File: src/rtl/thermal_pkg.sv
package thermal_pkg;
  typedef enum logic [1:0] {
    PH_NORMAL = 2'd0,
    PH_WARM   = 2'd1,
    PH_HOT    = 2'd2
  } phase_t;

  // Band of a reading for a given pair of boundaries (inclusive lower edges).
  function automatic phase_t band_of(input int unsigned t,
                                     input int unsigned warm_edge,
                                     input int unsigned hot_edge);
    if (t >= hot_edge) return PH_HOT;
    if (t >= warm_edge) return PH_WARM;
    return PH_NORMAL;
  endfunction

  // Rising band applies at once; otherwise the hysteresis band decides.
  function automatic phase_t settle(input phase_t cur, input phase_t up_band,
                                    input phase_t down_band);
    if (up_band >= cur) return up_band;
    return down_band;
  endfunction
endpackage

File: src/rtl/phase_classifier.sv
module phase_classifier
  import thermal_pkg::*;
#(
  parameter int unsigned TEMP_W  = 8,
  parameter int unsigned WARM_AT = 85,
  parameter int unsigned HOT_AT  = 95,
  parameter int unsigned HYST    = 2
) (
  input  logic [TEMP_W-1:0] temp,
  output phase_t            up_band,
  output phase_t            down_band
);
  localparam int unsigned PAD       = 32 - TEMP_W;
  localparam int unsigned WARM_DOWN = WARM_AT - HYST;
  localparam int unsigned HOT_DOWN  = HOT_AT - HYST;

  logic [31:0] t_wide;
  assign t_wide = {{PAD{1'b0}}, temp};

  always_comb begin
    up_band   = band_of(t_wide, WARM_AT, HOT_AT);
    down_band = band_of(t_wide, WARM_DOWN, HOT_DOWN);
  end
endmodule

File: src/rtl/phase_tracker.sv
module phase_tracker
  import thermal_pkg::*;
(
  input  logic   clk,
  input  logic   rst_n,
  input  logic   sample_valid,
  input  phase_t up_band,
  input  phase_t down_band,
  output phase_t phase_q,
  output logic   escalate,
  output logic   warn_q,
  output phase_t warn_code_q
);
  phase_t next_phase;

  always_comb begin
    next_phase = settle(phase_q, up_band, down_band);
    escalate   = sample_valid && (next_phase > phase_q);
  end

  always_ff @(posedge clk) begin
    if (!rst_n) begin
      phase_q     <= PH_NORMAL;
      warn_q      <= 1'b0;
      warn_code_q <= PH_NORMAL;
    end else begin
      warn_q <= escalate;
      if (sample_valid) phase_q <= next_phase;
      if (escalate) warn_code_q <= next_phase;
    end
  end
endmodule

File: src/rtl/overlimit_latch.sv
module overlimit_latch #(
  parameter int unsigned TEMP_W = 8,
  parameter int unsigned LIMIT  = 105
) (
  input  logic              clk,
  input  logic              rst_n,
  input  logic              sample_valid,
  input  logic [TEMP_W-1:0] temp,
  input  logic              clear,
  output logic              hit,
  output logic              flag_q
);
  localparam logic [TEMP_W-1:0] LIM = TEMP_W'(LIMIT);

  assign hit = sample_valid && (temp > LIM);

  always_ff @(posedge clk) begin
    if (!rst_n)     flag_q <= 1'b0;
    else if (hit)   flag_q <= 1'b1;
    else if (clear) flag_q <= 1'b0;
  end
endmodule

File: src/rtl/thermal_phase_mon.sv
module thermal_phase_mon
  import thermal_pkg::*;
#(
  parameter int unsigned TEMP_W  = 8,
  parameter int unsigned WARM_AT = 85,
  parameter int unsigned HOT_AT  = 95,
  parameter int unsigned LIMIT   = 105,
  parameter int unsigned HYST    = 2
) (
  input  logic              clk,
  input  logic              rst_n,
  input  logic              temp_valid,
  input  logic [TEMP_W-1:0] temp_code,
  input  logic              ovl_clear,
  output logic [1:0]        phase_o,
  output logic              derate_en,
  output logic              warn_pulse,
  output logic [1:0]        warn_phase,
  output logic              over_limit
);
  phase_t up_band, down_band, phase_q, warn_code_q;
  logic   escalate_w;
  logic   over_hit;

  phase_classifier #(
    .TEMP_W(TEMP_W), .WARM_AT(WARM_AT), .HOT_AT(HOT_AT), .HYST(HYST)
  ) u_cls (
    .temp(temp_code), .up_band(up_band), .down_band(down_band)
  );

  phase_tracker u_trk (
    .clk(clk), .rst_n(rst_n), .sample_valid(temp_valid),
    .up_band(up_band), .down_band(down_band), .phase_q(phase_q),
    .escalate(escalate_w), .warn_q(warn_pulse), .warn_code_q(warn_code_q)
  );

  overlimit_latch #(.TEMP_W(TEMP_W), .LIMIT(LIMIT)) u_ovl (
    .clk(clk), .rst_n(rst_n), .sample_valid(temp_valid), .temp(temp_code),
    .clear(ovl_clear), .hit(over_hit), .flag_q(over_limit)
  );

  assign phase_o    = phase_q;
  assign warn_phase = warn_code_q;
  assign derate_en  = (phase_q != PH_NORMAL);
endmodule

File: config.mk
export PLATFORM = sky130hd
export DESIGN_NAME = thermal_phase_mon
export DESIGN_NICKNAME = d
export VERILOG_FILES = /design/src/rtl/thermal_pkg.sv /design/src/rtl/phase_classifier.sv /design/src/rtl/phase_tracker.sv /design/src/rtl/overlimit_latch.sv /design/src/rtl/thermal_phase_mon.sv
export SDC_FILE = /design/constraint.sdc
export NUM_CORES = 1
export LEC_CHECK = 0
export BUFFER_PORTS_ARGS = -buffer_cell sky130_fd_sc_hd__buf_2
export CAP_MARGIN = 40
export CELL_PAD_IN_SITES_DETAIL_PLACEMENT = 0
export CELL_PAD_IN_SITES_GLOBAL_PLACEMENT = 1
export CORE_MARGIN = 1
export CORE_UTILIZATION = 31
export DETAILED_ROUTE_END_ITERATION = 10
export GPL_TIMING_DRIVEN = 0
export PLACE_DENSITY_LB_ADDON = 0.1
export SYNTH_ARGS = -nofsm -noshare
export SYNTH_HDL_FRONTEND = slang
export SYNTH_SLANG_ARGS = --single-unit
File: constraint.sdc
create_clock -name clk -period 3.09 [get_ports clk]
set_input_delay 0.1545 -clock clk [delete_from_list [all_inputs] [get_ports clk]]
set_output_delay 0.1545 -clock clk [all_outputs]
set_load 0.05 [all_outputs]
==> results.py <==
metrics = {
    "placed_design": {
        "gp_congestion": 0.780,
        "io_buffers": 18,
        "dp_hpwl_um": 764,
        "dp_cells": 90,
        "detailedPlace.worstSlack_ns": 0.328,
    },
    "finish": {
        "stdcell_count": 93,
        "fill_cells": 147,
        "register_area_sq_um": 120,
        "multiInputGateArea_sq_um": 310,
        "final_cell_mix": "18 x buf_2, 7 x nand2_1, 6 x a21oi_1, 6 x nor2_1, 6 x dfxtp_1",
        "final_nets": 96,
        "final_common_cell": "buf_2",
        "area_growth_pct": 29.2,
        "layout-drive-gt1-share_pct": 35.9,
        "antenna_cells": 0,
    },
    "critical_path": {
        "r2r_cells": 12,
        "max_stage_delay_ns": 0.31,
        "rr_endpoint": "u_trk.warn_code_q[0]$_SDFFE_PN0P_",
        "rrSetupSlack_ns": 0.73,
        "cp_max_fo": 4,
        "critPathCaptureType": "flop",
        "worstPathRequired_ns": 3.26,
        "worstReg2RegStart": "u_trk.phase_q[1]$_SDFFE_PN0P_",
        "crit_family": "adder cells",
        "critPathKind": "in -> reg",
        "cp_cell_sequence": "buf_2, nand2_1, nor2_1, a211o_1, ha_1, nand2b_4, a21oi_1, maj3_2, a21oi_2, inv_1, ha_1, nand2_1, nand2_1, nor2_1, nand2_1, o22ai_2",
        "slowest_stage": "maj3_2",
        "cp.arrival_ns": 2.69,
        "crit_buf_inv": 2,
        "start_kind": "input port",
        "critPathMostFrequentCell": "nand2_1",
    },
    "clock_network": {
        "root_buffer": "clkbuf_4",
        "hold_buffers": 0,
        "cts_buffer_depth": 2,
        "cts-buffers-inserted": 3,
        "post_cts_buffers": 0,
        "path_clk_slew_ns": 0.04,
        "cts_resized": 0,
        "tritoncts": "done",
        "ctsHtreeMaxLevel": 1,
        "clk_latency_ns": 0.24,
        "clkSinkCount": 6,
    },
    "timing": {
        "fin_ws_ns": 0.567,
        "finalHoldViolCount": 0,
        "rsz0062_at_grt": "no",
        "max_freq_mhz": 396,
        "drv_slew": 0,
        "worst_pin_slew_ns": 0.248,
        "finClkSkew_ns": 0.000939,
        "fin_tns_setup_ns": 0,
        "finalCritPeriodShare_pct": 81.7,
        "setup_viol": 0,
        "slew_headroom_pct": 83.2,
        "layout_min_cycle_time_ns": 2.52,
    },
    "global_routing": {
        "grt_pass1_wl_mm": 1.52,
        "grt_antenna_before_repair": 0,
        "grt_max_degree": 8,
        "grt_use_total_pct": 14.3,
        "grt_pass1_vias": 398,
        "overflow": 0,
    },
    "synthesis": {
        "syn_inst": 57,
        "synth_nets": 73,
        "ys_types": 24,
        "synth_seq_cells": 6,
        "syn_avg_cell_area_sq_um": 7.88,
        "synth_top_cell_by_area": "dfxtp_1",
        "synth_top_area_share_pct": 26.7,
        "netlist_area_sq_um": 449,
        "synth.area.top_cells": "dfxtp_1 27%, ha_1 11%, a21oi_1 6.7%",
        "synth_warnings": 0,
        "synth_seq_area_share_pct": 26.7,
    },
    "pwr": {
        "peakVddDrop_uv": 206,
        "leakage_nw": 0.285,
        "finalPower_uw": 228,
        "powerDensity_mw_per_mm2": 393,
    },
    "detailed_routing": {
        "drc": 0,
        "routed.top_layer": "met3",
        "wirelength_met1_um": 498,
        "routed_wl_um": 932,
        "drt_iter0_drc": 2,
        "wl_met2_um": 386,
        "vias_per_cell": 4.85,
        "postRouteAntennaNets": 0,
        "first_pass_iters": 2,
        "vias": 451,
        "dr_wl_met3_um": 47,
        "wire_per_inst_um": 10.0,
    },
    "floorplanning": {
        "io_pins": 19,
        "core_area_sq_mm": 0.00132,
        "fp.dieW_um": 40.1,
        "die_h_um": 40.1,
        "design.die.area_sq_mm": 0.00161,
        "rows": 13,
        "start_util_pct": 34.1,
    },
    "run": {
        "cap_violations": 0,
    },
    "min_path": {
        "hold_depth": 2,
        "hold_end": "u_trk.phase_q[1]$_SDFFE_PN0P_",
        "hp-class": "in -> reg",
        "hp-start": "temp_valid",
    },
    "outcome": {
        "status": "complete, no violations",
    },
}
==> sequential cells by signal, summed over array words and instances (netlist names) <==
signal	cells
u_trk.warn_code_q	2
u_ovl.flag_q	1
u_trk.warn_q	1
u_trk.phase_q	2
==> where the power goes <==
part | switching, mW | internal, mW
sequential | 0.00195 | 0.0822
combinational | 0.0474 | 0.0260
clock | 0.0269 | 0.0438
==> cell type report <==
type / count / area share (%)
timing repair buffer: 18 / 15.5
tap: 15 / 3.23
multi-input combinational: 46 / 53.4
clock buffer: 3 / 3.88
sequential: 6 / 20.7
inverter: 5 / 3.23
==> worst max path at each step <==
stage	from	to	slack, ns	cells after the start
6_report	temp_code[3]	u_trk.warn_code_q[0]$_SDFFE_PN0P_	0.57	16
5_1_grt	temp_code[1]	u_trk.warn_code_q[0]$_SDFFE_PN0P_	0.33	15
4_1_cts	temp_code[3]	u_trk.warn_code_q[0]$_SDFFE_PN0P_	0.55	16
3_5_place_dp	temp_code[3]	u_trk.warn_code_q[0]$_SDFFE_PN0P_	0.33	16
3_3_place_gp	temp_code[3]	u_trk.warn_code_q[0]$_SDFFE_PN0P_	0.34	16
2_1_floorplan	u_trk.phase_q[1]$_SDFFE_PN0P_	u_trk.warn_code_q[0]$_SDFFE_PN0P_	0.53	12
==> kinds of logic after synthesis <==
group | Yosys count | share of synthesized area [%]
DFF | 6 | 26.7
buffers and inverters | 5 | 4.18
and+or+nand+nor | 21 | 23.4
adders and majority gates | 5 | 13.6
AOI/OAI and AO/OA | 20 | 32.0
==> metrics by stage <==
step	util, %	cell area (sq um)	hold slack [ns]
CTS	44.1	581	0.156
floorplan	-	449	0.244
detailed placement	42.4	558	0.410
global route	44.1	581	0.170
global placement	42.4	558	0.417
finish	44.1	581	0.157
==> synthesized netlist by cell type (all sizes together) <==
library cell and instances:
a21oi 7, nand2 7, dfxtp 6, nor2 6
inv 5, o21ai 5, ha 4, nand2b 4
a21o 2, a211o 1, a21boi 1, a221oi 1
a31o 1, maj3 1, nand3 1, nand3b 1
nor3 1, o22ai 1, o311ai 1, or2 1
==> per-layer routing <==
layer | vias up | GRT usage [%]
li1 | 245 | -
met1 | 193 | 18.5
met2 | 13 | 22.6
met3 | 0 | 6.67
met4 | 0 | 0
met5 | - | 0
Power figures use the tool's default switching activity.
